$ cat src/rtl/fcmp_pkg.sv
package fcmp_pkg;

  localparam int NUM_FMT = 4;

  // Format codes double as indices into per-format vectors.
  typedef enum logic [1:0] {
    FMT_S = 2'd0,
    FMT_D = 2'd1,
    FMT_H = 2'd2,
    FMT_Q = 2'd3
  } fmt_e;

  typedef struct packed {
    logic               load;
    logic [NUM_FMT-1:0] fmtSel;
    logic               ltOp;
    logic               quiet;
  } strobe_t;

  function automatic int fmtWidth(input int idx);
    case (idx)
      0:       return 32;
      1:       return 64;
      2:       return 16;
      default: return 128;
    endcase
  endfunction

  function automatic int fmtExpW(input int idx);
    case (idx)
      0:       return 8;
      1:       return 11;
      2:       return 5;
      default: return 15;
    endcase
  endfunction

endpackage

$ cat src/rtl/fcmp_ctrl.sv
module fcmp_ctrl
  import fcmp_pkg::*;
#(
  parameter bit EN_DOUBLE = 1'b1,
  parameter bit EN_HALF   = 1'b1,
  parameter bit EN_QUAD   = 1'b1
) (
  input  logic       clk,
  input  logic       rstN,
  input  logic       inValid,
  input  logic [1:0] inFmt,
  input  logic       inLt,
  input  logic       inQuiet,
  output strobe_t    strobes,
  output logic       outValid
);

  localparam logic [NUM_FMT-1:0] FMT_EN = {EN_QUAD, EN_HALF, EN_DOUBLE, 1'b1};

  logic [NUM_FMT-1:0] fmtDecode;
  logic               validQ;

  always_comb begin
    fmtDecode = '0;
    fmtDecode[inFmt] = 1'b1;
  end

  always_comb begin
    strobes.load   = inValid;
    strobes.fmtSel = fmtDecode & FMT_EN;
    strobes.ltOp   = inLt;
    strobes.quiet  = inQuiet;
  end

  always_ff @(posedge clk or negedge rstN) begin
    if (!rstN) validQ <= 1'b0;
    else       validQ <= inValid;
  end

  assign outValid = validQ;

endmodule

$ cat src/rtl/fcmp_datapath.sv
module fcmp_datapath
  import fcmp_pkg::*;
#(
  parameter int XLEN = 64,
  parameter int FLEN = 128
) (
  input  logic            clk,
  input  logic            rstN,
  input  strobe_t         strobes,
  input  logic [FLEN-1:0] opA,
  input  logic [FLEN-1:0] opB,
  output logic [XLEN-1:0] outResult,
  output logic            outInvalid
);

  logic [NUM_FMT-1:0] ltVec, eqVec, nanVec, snanVec;

  for (genvar g = 0; g < NUM_FMT; g++) begin : g_fmt
    localparam int W = fmtWidth(g);
    localparam int E = fmtExpW(g);
    localparam int M = W - 1 - E;
    if (W <= FLEN) begin : g_on
      logic [W-1:0] a, b;
      logic [W-2:0] magA, magB;
      logic aNan, bNan, bothZero;
      assign a        = opA[W-1:0];
      assign b        = opB[W-1:0];
      assign magA     = a[W-2:0];
      assign magB     = b[W-2:0];
      assign aNan     = (&a[W-2:M]) & (|a[M-1:0]);
      assign bNan     = (&b[W-2:M]) & (|b[M-1:0]);
      assign bothZero = ~(|magA) & ~(|magB);
      assign nanVec[g]  = aNan | bNan;
      assign snanVec[g] = (aNan & ~a[M-1]) | (bNan & ~b[M-1]);
      assign eqVec[g]   = (a == b) | bothZero;
      always_comb begin
        if (bothZero)             ltVec[g] = 1'b0;
        else if (a[W-1] != b[W-1]) ltVec[g] = a[W-1];
        else if (a[W-1])          ltVec[g] = magA > magB;
        else                      ltVec[g] = magA < magB;
      end
    end else begin : g_off
      assign nanVec[g]  = 1'b0;
      assign snanVec[g] = 1'b0;
      assign eqVec[g]   = 1'b0;
      assign ltVec[g]   = 1'b0;
    end
  end

  logic selLt, selEq, selNan, selSnan, resD, invD;
  logic resQ, invQ;

  always_comb begin
    selLt = 1'b0; selEq = 1'b0; selNan = 1'b0; selSnan = 1'b0;
    for (int i = 0; i < NUM_FMT; i++) begin
      if (strobes.fmtSel[i]) begin
        selLt   = selLt   | ltVec[i];
        selEq   = selEq   | eqVec[i];
        selNan  = selNan  | nanVec[i];
        selSnan = selSnan | snanVec[i];
      end
    end
    resD = ~selNan & (strobes.ltOp ? selLt : (selLt | selEq));
    invD = strobes.quiet ? selSnan : selNan;
  end

  always_ff @(posedge clk or negedge rstN) begin
    if (!rstN) begin
      resQ <= 1'b0;
      invQ <= 1'b0;
    end else if (strobes.load) begin
      resQ <= resD;
      invQ <= invD;
    end
  end

  assign outResult  = {{(XLEN-1){1'b0}}, resQ};
  assign outInvalid = invQ;

endmodule

$ cat src/rtl/fcmp_unit.sv
module fcmp_unit
  import fcmp_pkg::*;
#(
  parameter int XLEN      = 64,
  parameter int FLEN      = 128,
  parameter bit EN_DOUBLE = 1'b1,
  parameter bit EN_HALF   = 1'b1,
  parameter bit EN_QUAD   = 1'b1
) (
  input  logic            clk,
  input  logic            rstN,
  input  logic            inValid,
  input  logic [1:0]      inFmt,
  input  logic            inLt,
  input  logic            inQuiet,
  input  logic [FLEN-1:0] opA,
  input  logic [FLEN-1:0] opB,
  output logic            outValid,
  output logic [XLEN-1:0] outResult,
  output logic            outInvalid
);

  strobe_t strobes;

  fcmp_ctrl #(
    .EN_DOUBLE(EN_DOUBLE), .EN_HALF(EN_HALF), .EN_QUAD(EN_QUAD)
  ) i_ctrl (
    .clk(clk), .rstN(rstN), .inValid(inValid), .inFmt(inFmt),
    .inLt(inLt), .inQuiet(inQuiet), .strobes(strobes), .outValid(outValid)
  );

  fcmp_datapath #(.XLEN(XLEN), .FLEN(FLEN)) i_dp (
    .clk(clk), .rstN(rstN), .strobes(strobes), .opA(opA), .opB(opB),
    .outResult(outResult), .outInvalid(outInvalid)
  );

endmodule

$ cat config.mk
export PLATFORM = sky130hd
export DESIGN_NAME = fcmp_unit
export DESIGN_NICKNAME = d
export VERILOG_FILES = /design/src/rtl/fcmp_pkg.sv /design/src/rtl/fcmp_ctrl.sv /design/src/rtl/fcmp_datapath.sv /design/src/rtl/fcmp_unit.sv
export SDC_FILE = /design/constraint.sdc
export NUM_CORES = 1
export LEC_CHECK = 0
export ABC_AREA = 0
export BUFFER_PORTS_ARGS = -buffer_cell sky130_fd_sc_hd__buf_2
export CAP_MARGIN = 0
export CORE_AREA = 5 5 124 126
export DETAILED_ROUTE_END_ITERATION = 8
export DIE_AREA = 0 0 129 131
export GPL_TIMING_DRIVEN = 0
export PLACE_DENSITY = 0.69
export SLEW_MARGIN = 25
export SYNTH_ARGS = -nofsm -noshare
export SYNTH_HDL_FRONTEND = slang
export SYNTH_SLANG_ARGS = --single-unit
$ cat constraint.sdc
create_clock -name clk -period 1.6 [get_ports clk]
set_clock_uncertainty 0.05 [all_clocks]
set_input_delay 0.08 -clock clk [delete_from_list [all_inputs] [get_ports clk]]
set_output_delay 0.08 -clock clk [all_outputs]
set_load 0.02 [all_outputs]
# Yosys cells after proc, flatten, opt, wreduce, memory -nomap -nowiden
# Cells that the tools add are included.
# totals
reg_bits	3
inputBits	263
out_inout_bits	66
# op_classes
order_cmp	10
eq_ne	8
mux	32
bitwise	63
reduce_logical	25
# ops
cell	n
$reduce_or A127 Y1	2
$reduce_or A112 Y1	2
$eq A128 B128 Y1	1
$gt A127 B127 Y1	1
$lt A127 B127 Y1	1
$reduce_or A63 Y1	2
$reduce_or A52 Y1	2
$eq A64 B64 Y1	1
$gt A63 B63 Y1	1
$lt A63 B63 Y1	1
$reduce_or A31 Y1	2
$reduce_or A23 Y1	2
$eq A32 B32 Y1	1
$gt A31 B31 Y1	1
$lt A31 B31 Y1	1
$mux W1	31
$reduce_and A15 Y1	2
$reduce_or A15 Y1	2
$or A1 B1 Y1	25
$reduce_and A11 Y1	2
$and A1 B1 Y1	21
$reduce_or A10 Y1	2
$not A1 Y1	17
$eq A16 B16 Y1	1
other kinds (9)	14

# Logic depth before layout (Yosys ltp)
# Gate-level depths: netlist (run 1).
# depth
word_depth	14
mapped_depth	11
mapped_depth_nobuf	11

# Modules after synthesis
# From an unflattened synthesis (run 1), not the netlist that was laid out.
# unflattened
cells_unflattened	728
hier_area_um2	4999.8
# by_module_without_submodules
mod	instances	cells_per_inst	area_per_inst_um2
fcmp_datapath	1	720	4926.0
fcmp_ctrl	1	8	73.8

# Worst setup path after synthesis (run 1)
# No wires, ideal clock.
# synth_path
kind	in2reg
from	input opB[32]
to	register i_dp.resQ
t_arrival_ns	2.210
required_time_ns	1.468
path_slack_ns	-0.742
stages	11
path_cell_list	inv_1 ha_1 a21o_1 a221o_1 a221oi_2 nand2_1 or4b_4 and2_4 o21ai_1 a32oi_1 a31oi_1
# synth_via
elab_chain_len	13
word_cells_on_any_way	48
cone_classes	order compare: 4; eq/ne: 2; mux: 16; bitwise: 22; reduce/logical: 4
# synth_lines
element	line	rtl
start, declared	fcmp_unit.sv:17	input logic [FLEN-1:0] opB,
$lt A63 B63 Y1, or another cell as far along	fcmp_datapath.sv:40	else ltVec[g] = magA < magB;
$mux W1 / $not A1 Y1 (equally long branches)	fcmp_datapath.sv:39, fcmp_datapath.sv:32	
$mux W1 / $and A1 B1 Y1 (equally long branches)	fcmp_datapath.sv:38, fcmp_datapath.sv:32	
$mux W1 / $or A1 B1 Y1 (equally long branches)	fcmp_datapath.sv:37, fcmp_datapath.sv:35	
$or A1 B1 Y1 (on tied branches)	fcmp_datapath.sv:57, fcmp_datapath.sv:58	
$mux W1	fcmp_datapath.sv:56	if (strobes.fmtSel[i]) begin
$or A1 B1 Y1 (on tied branches)	fcmp_datapath.sv:57, fcmp_datapath.sv:58	
$mux W1	fcmp_datapath.sv:56	
$or A1 B1 Y1 (on tied branches)	fcmp_datapath.sv:57, fcmp_datapath.sv:58	
$mux W1	fcmp_datapath.sv:56	
$or A1 B1 Y1	fcmp_datapath.sv:63	resD = ~selNan & (strobes.ltOp ? selLt : (selLt | selEq));
$mux W1	fcmp_datapath.sv:63	
$and A1 B1 Y1 *	fcmp_datapath.sv:63	
end signal, assigned	fcmp_datapath.sv:72	resQ <= resD;
end, declared	fcmp_datapath.sv:51	logic resQ, invQ;
# Every way passes the cells marked *; elsewhere a longest branch is shown, timed or not.
# A chain may end at the register's enable or synchronous reset.

# Worst setup path after layout (run 1)
# Same ends and word-level chain as after synthesis.

==> results.tsv, run 1 <==
metric	value	unit
Routed Antenna Nets	0	
CTS H-Tree Depth	1	
max-capacitance violation count	0	
vias per inst	5.05	
Worst Reg2Reg Path Length in Cells	2	
Yosys reg bits	3	
post-synthesis simple-gate area fraction	27.4	%
number of nets in the final layout	1443	
static leakage	0.00417	uW
Worst R2R End	i_dp.resQ	
number of sinks on the clock net	3	
fraction of the mapped netlist area in compound gates	17.3	%
xor/xnor cell area share of the yosys netlist	0.178	%
time the worst path needs with I/O delays and setup	2320	ps
signal arrival time at the worst endpoint	2410	ps
Worst setup SP type	input pin	
worst-case vdd ir drop	0.216	mV
non-filler cells in the finished layout	1237	
clock tree buffer depth	2	
DRC marker count from the first detailed-route iteration	212	
share of cell area taken by muxes after synthesis	0.864	%
Synth-to-Final Area Change	47.0	%
Cell variety after synth	53	
Crit path required time	1690	ps
fmax	431	MHz
final non-filler cell area	7240	sq um
final worst path period share	145	%
antenna violations before repair	0	
number of optimization iterations in the first detailed-route pass	5	
via count of the first global-routing pass	6136	
worst hold-check path type	input pin to flop	
Final HPWL DP	17400	um
DRC errors left	0	
status	complete, but fails checks	
RSZ-0062 raised after global routing	true	
final weighted congestion of routability-driven global placement	0.939	
vias after detailed routing	6244	
R2R Setup Slk	880	ps
post-detailed-placement cell area	6790	sq um
Initial Utilization	34.7	%
main combinational cell family by area after synthesis	adder cells	
largest net degree at the start of global routing	7	
routed wirelength normalized by instance count	15.3	um
Port-buffer cells	265	
number of synthesized flops with an enable pin	0	
clock tree from TritonCTS	built	
Synth area leaders	sky130_fd_sc_hd__ha_1 (32%), sky130_fd_sc_hd__inv_1 (11%), sky130_fd_sc_hd__buf_4 (9.8%)	
placed cell count	1223	
global-route wire length before repair	28300	um
horizontal extent of the die	129	um
die area	16900	sq um
FP Rows	44	
violated checks	negative setup slack	
wirelength, routed	18900	um
Clock Pin Slew Worst Setup and Hold Paths	30	ps
share of the yosys chip area belonging to registers	1.52	%
top-area cell type share of the netlist area	32.3	%
share of synthesized cell area in full adder, half adder and majority cells	32.3	%
GRT Total Usage	20.4	%
launching point of the worst reg2reg path	i_dp.resQ	
capture point of the worst path	i_dp.resQ	
total negative slack	-1260	ps
Post-Synthesis Cell Area	4930	sq um
share of flip-flops with an asynchronous set or reset after synthesis	100	%
pre-CTS worst setup slack	-1150	ps
FILL cells	1438	
count of boundary I/O pins	329	
PwrDens	304	nW/um^2
Overall Power	2200	uW
placeable core area	14200	sq um
count of endpoints failing hold in the final timing report	0	
clock tree root buffer cell	sky130_fd_sc_hd__clkbuf_16	
floorplan die height	131	um
Yosys warning total	0	
CTS Buf Count	3	
average footprint of a synthesized cell	6.92	sq um
element type at the critical path end	flop	
top cell type by total area after synthesis	sky130_fd_sc_hd__ha_1	
fraction of layout instances using a drive strength above 1	37.2	%
most used flip-flop cell after synthesis	sky130_fd_sc_hd__dfrtp_1	
remaining global-route overflow	0	
number of setup violations in the final report	2	
PnR worst setup slack	-720	ps
count of pins over their slew limit	0	
cell count after synthesis	712	
Worst Path Class, Setup	input pin to flop	
CP Launch Point	opB[32]	
top fanout value on the critical path	3	
worst skew pair latency	220	ps
worst max-delay path: stages:
cell	delay (ps)
sky130_fd_sc_hd__buf_4	130
sky130_fd_sc_hd__inv_2	60
sky130_fd_sc_hd__ha_4	200
sky130_fd_sc_hd__a21o_1	150
sky130_fd_sc_hd__a221o_1	300
sky130_fd_sc_hd__a221oi_2	270
sky130_fd_sc_hd__nand2_1	90
sky130_fd_sc_hd__or4b_4	570
sky130_fd_sc_hd__and2_4	180
sky130_fd_sc_hd__o21ai_2	120
sky130_fd_sc_hd__a32oi_2	120
sky130_fd_sc_hd__a31oi_1	150
placed cells by master, fill, tap and decap left out, types with 5 or more instances in the layout:
cell type	Yosys	layout
sky130_fd_sc_hd__o21ai_1	7	5
sky130_fd_sc_hd__buf_4	64	73
sky130_fd_sc_hd__nand3_1	27	25
sky130_fd_sc_hd__nand2_1	43	42
sky130_fd_sc_hd__buf_2	0	262
sky130_fd_sc_hd__nor3_1	15	11
sky130_fd_sc_hd__nand4_1	51	51
sky130_fd_sc_hd__a211oi_1	8	7
sky130_fd_sc_hd__ha_1	127	123
sky130_fd_sc_hd__nor4_4	0	9
sky130_fd_sc_hd__inv_1	139	136
sky130_fd_sc_hd__a21oi_1	45	43
sky130_fd_sc_hd__o21ai_0	13	13
sky130_fd_sc_hd__nor4_2	1	8
sky130_fd_sc_hd__conb_1	1	63
sky130_fd_sc_hd__a21o_1	17	17
sky130_fd_sc_hd__nor2_1	24	24
sky130_fd_sc_hd__nor4_1	62	46
cell usage after synthesis, types with 2 or more instances:
| master | count |
|---|---|
| sky130_fd_sc_hd__dfrtp_1 | 3 |
| sky130_fd_sc_hd__nor4_1 | 62 |
| sky130_fd_sc_hd__inv_1 | 139 |
| sky130_fd_sc_hd__a2bb2oi_1 | 3 |
| sky130_fd_sc_hd__and2_1 | 3 |
| sky130_fd_sc_hd__nand3_1 | 27 |
| sky130_fd_sc_hd__nor3_1 | 15 |
| sky130_fd_sc_hd__o22ai_1 | 4 |
| sky130_fd_sc_hd__nand2b_1 | 2 |
| sky130_fd_sc_hd__and3_1 | 4 |
| sky130_fd_sc_hd__a221o_1 | 4 |
| sky130_fd_sc_hd__mux2i_1 | 2 |
| sky130_fd_sc_hd__a21o_1 | 17 |
| sky130_fd_sc_hd__nor2_1 | 24 |
| sky130_fd_sc_hd__o31ai_1 | 2 |
| sky130_fd_sc_hd__nand4_1 | 51 |
| sky130_fd_sc_hd__a21oi_1 | 45 |
| sky130_fd_sc_hd__or4_1 | 3 |
| sky130_fd_sc_hd__ha_1 | 127 |
| sky130_fd_sc_hd__a221oi_1 | 4 |
| sky130_fd_sc_hd__a31oi_1 | 4 |
| sky130_fd_sc_hd__or3_1 | 2 |
| sky130_fd_sc_hd__a211oi_1 | 8 |
| sky130_fd_sc_hd__o21ai_1 | 7 |
| sky130_fd_sc_hd__nand2_1 | 43 |
| sky130_fd_sc_hd__and4_1 | 4 |
| sky130_fd_sc_hd__a311oi_1 | 2 |
| sky130_fd_sc_hd__o21ai_0 | 13 |
| sky130_fd_sc_hd__buf_4 | 64 |
layout make-up:
class	instances	area, sq um	share of cell area, %
tap	184	230	3.18
buffer	64	480	6.64
multi-input combinational	568	4430	61.1
timing repair buffer	274	1410	19.5
antenna	1	2.50	0.0346
clock buffer	4	78.8	1.09
inverter	139	537	7.41
sequential	3	75.1	1.04
state kept, by name, indices dropped and copies added (netlist names):
name	flops
i_dp.outInvalid	1
i_ctrl.outValid	1
i_dp.resQ	1
worst min-delay path by stage:
| stage | startpoint | endpoint | slack, ps | depth (start not counted) |
|---|---|---|---|---|
| after floorplan | rstN | i_ctrl.outValid | -270 | 0 |
| after global placement | rstN | i_ctrl.outValid | -170 | 1 |
| after detailed placement | rstN | i_dp.outInvalid | -170 | 1 |
| after CTS | inQuiet | i_dp.outInvalid | 50 | 2 |
| after global routing | inQuiet | i_dp.outInvalid | 80 | 2 |
| final | inQuiet | i_dp.outInvalid | 50 | 2 |
power by group:
part           internal (uW)  switching (uW)
Combinational            780             937
Sequential              83.8            3.84
Clock                    329            68.8
Total                   1190            1010
per-layer routing:
| metal | vias up | global-route usage (%) | part of all wire, % |
|---|---|---|---|
| met5 | - | 0 | 0 |
| met4 | 0 | 4.32 | 2.2 |
| met3 | 30 | 3.29 | 8.5 |
| met2 | 284 | 39.7 | 51 |
| met1 | 2727 | 23.3 | 39 |
| li1 | 3203 | - | - |
timing repair:
item | CTS | global route
hold buffers | 2 | 0
resized for setup | 26 | 23
setup buffers | 2 | 5
pin swaps | 7 | 19
endpoints found under the setup margin | 2 | 2
endpoints found under the hold margin | 4 | 0
through the flow:
step                util, %  hold slack (ps)
global placement       47.8             -173
floorplan                 -             -266
detailed placement     47.8             -172
CTS                    49.6             52.9
finish                 51.0             53.9
global route           51.0             81.6
cell families after synthesis:
kind of cell,after synthesis
buf+inv,203
xor+xnor,1
mux,3
fa+ha+maj,127
simple gates,246
compound gates,128
other cells,1
flops,3
Note: power is estimated with default switching activity, not from simulation.
==> inputs of run 2 (changes only) <==
--- a/config.mk
+++ b/config.mk
@@ -12,7 +12,7 @@
 export DETAILED_ROUTE_END_ITERATION = 8
 export DIE_AREA = 0 0 129 131
 export GPL_TIMING_DRIVEN = 0
-export PLACE_DENSITY = 0.69
+export PLACE_DENSITY = 0.74
 export SLEW_MARGIN = 25
 export SYNTH_ARGS = -nofsm -noshare
 export SYNTH_HDL_FRONTEND = slang
==> run 2 against run 1 <==
The flow still finishes with violations (negative setup slack). Flip-flop and latch count unchanged. Sequential share of layout area about the same. First-iteration DRC count up 4.7%. Register-to-register slack about the same. Worst hold slack worse by 4.0 ps. Combinational power about the same. Critical path type unchanged. Largest cell class unchanged.
==> results.tsv, run 2 (synthesis results as in run 1) <==
metric	value	unit
CTS H-Tree Depth	1	
element type at the critical path end	flop	
fraction of layout instances using a drive strength above 1	35.9	%
count of pins over their slew limit	0	
DRC marker count from the first detailed-route iteration	222	
RSZ-0062 raised after global routing	true	
max-capacitance violation count	0	
die area	16900	sq um
number of nets in the final layout	1444	
static leakage	0.00413	uW
worst hold-check path type	input pin to flop	
antenna violations before repair	0	
PwrDens	307	nW/um^2
number of sinks on the clock net	3	
clock tree buffer depth	2	
internal power component	1190	uW
Overall Power	2180	uW
count of endpoints failing hold in the final timing report	0	
FILL cells	1456	
multi-input logic area	4290	sq um
wirelength, routed	18600	um
FP Rows	44	
combinational share of power	77.5	%
fraction of power consumed by the clock network	18.4	%
via count of the first global-routing pass	6182	
Seq pwr share	4.0	%
number of setup violations in the final report	2	
top fanout value on the critical path	3	
CTS Buf Count	3	
horizontal extent of the die	129	um
Worst setup SP type	input pin	
most frequent cells in the layout	sky130_fd_sc_hd__buf_2 (263), sky130_fd_sc_hd__inv_1 (136), sky130_fd_sc_hd__ha_1 (124)	
worst skew pair latency	230	ps
Psw	993	uW
signal arrival time at the worst endpoint	2400	ps
PnR worst setup slack	-702	ps
Synth-to-Final Area Change	44.2	%
largest net degree at the start of global routing	7	
violated checks	negative setup slack	
final weighted congestion of routability-driven global placement	0.971	
final worst path period share	144	%
clock tree root buffer cell	sky130_fd_sc_hd__clkbuf_16	
placeable core area	14200	sq um
floorplan die height	131	um
number of optimization iterations in the first detailed-route pass	4	
total negative slack	-1330	ps
DRC errors left	0	
Worst Path Class, Setup	input pin to flop	
Seq. cell area	75.1	sq um
Final HPWL DP	17400	um
Clock Pin Slew Worst Setup and Hold Paths	30	ps
Initial Utilization	34.7	%
fmax	434	MHz
pre-CTS worst setup slack	-1190	ps
count of boundary I/O pins	329	
Post-Route Utilization	50.0	%
time the worst path needs with I/O delays and setup	2300	ps
worst-case vdd ir drop	0.224	mV
leading cell type in the layout, fill and taps excluded	sky130_fd_sc_hd__buf_2	
vias after detailed routing	6187	
net switching share of the total power	45.6	%
status	complete, but fails checks	
final non-filler cell area	7100	sq um
Crit path required time	1690	ps
vias per inst	5.00	
routed wirelength normalized by instance count	15.1	um
Routed Antenna Nets	0	
GRT Total Usage	20.5	%
Port-buffer cells	265	
clock tree from TritonCTS	built	
remaining global-route overflow	0	
global-route wire length before repair	28400	um
final antenna diode count	0	
post-detailed-placement cell area	6790	sq um
## run 2: cell count changes in the layout (fill, tap and decap cells not counted), sizes merged
| cell | before | now |
|---|---|---|
| buf | 336 | 337 |
| diode | 1 | 0 |
## run 2: per-layer routing
layer / global-route usage (%) / wire length (um) / vias to the layer above
met5: 0 / 0 / -
met4: 5.19 / 357 / 0
met3: 3.29 / 1550 / 21
met2: 39.9 / 9560 / 257
met1: 23.0 / 7180 / 2712
li1: - / - / 3197
## run 2: through the flow
step / cells / hold WS [ps]
4_1_cts: 1236 / 51.5
5_1_grt: 1237 / 76.1
6_report: 1237 / 49.9
3_3_place_gp: 1223 / -174
3_5_place_dp: 1223 / -172
2_1_floorplan: 774 / -266
## run 2: timing repair
item	4_1_cts	5_1_grt
setup buffers	7	1
hold buffers	2	0
setup endpoints to repair	2	2
resized for setup	19	9
pin swaps	5	3
hold endpoints to repair	4	0
## run 2: power groups by stage
stage	logic [uW]	clock network, uW	registers, uW
3_3_place_gp	1610	0	88.1
4_1_cts	1670	409	87.5
6_report	1690	402	87.4
2_1_floorplan	964	0	91.3
5_1_grt	1910	421	89.0
3_5_place_dp	1630	0	88.4
## run 2: final timing paths
kind                            startpoint              end  slack (ps)  cells after the start
max                                opA[42]        i_dp.resQ        -700                     11
max reg2reg                      i_dp.resQ        i_dp.resQ         870                      2
min                                inQuiet  i_dp.outInvalid          50                      2
min reg2reg                i_dp.outInvalid  i_dp.outInvalid         460                      2
max in group asynchronous             rstN  i_ctrl.outValid        1250                      2
min in group asynchronous             rstN        i_dp.resQ         140                      2
## run 2: final cells by class
type	count	area share (%)
plain buffers	64	6.76
clock buffers	4	1.11
inverters	139	7.56
multi-input cells	568	60.4
flip-flops and latches	3	1.06
well taps	184	3.24
repair buffers	275	19.9
## run 2: worst max-delay path, cell delays in order
cell and delay [ps]:
sky130_fd_sc_hd__buf_2 110, sky130_fd_sc_hd__ha_1 300, sky130_fd_sc_hd__a21oi_1 140, sky130_fd_sc_hd__o21ai_0 130
sky130_fd_sc_hd__a221oi_2 330, sky130_fd_sc_hd__a2bb2oi_2 230, sky130_fd_sc_hd__or4b_4 510, sky130_fd_sc_hd__and2_4 170
sky130_fd_sc_hd__o21ai_1 120, sky130_fd_sc_hd__a32oi_1 130, sky130_fd_sc_hd__a31oi_1 150
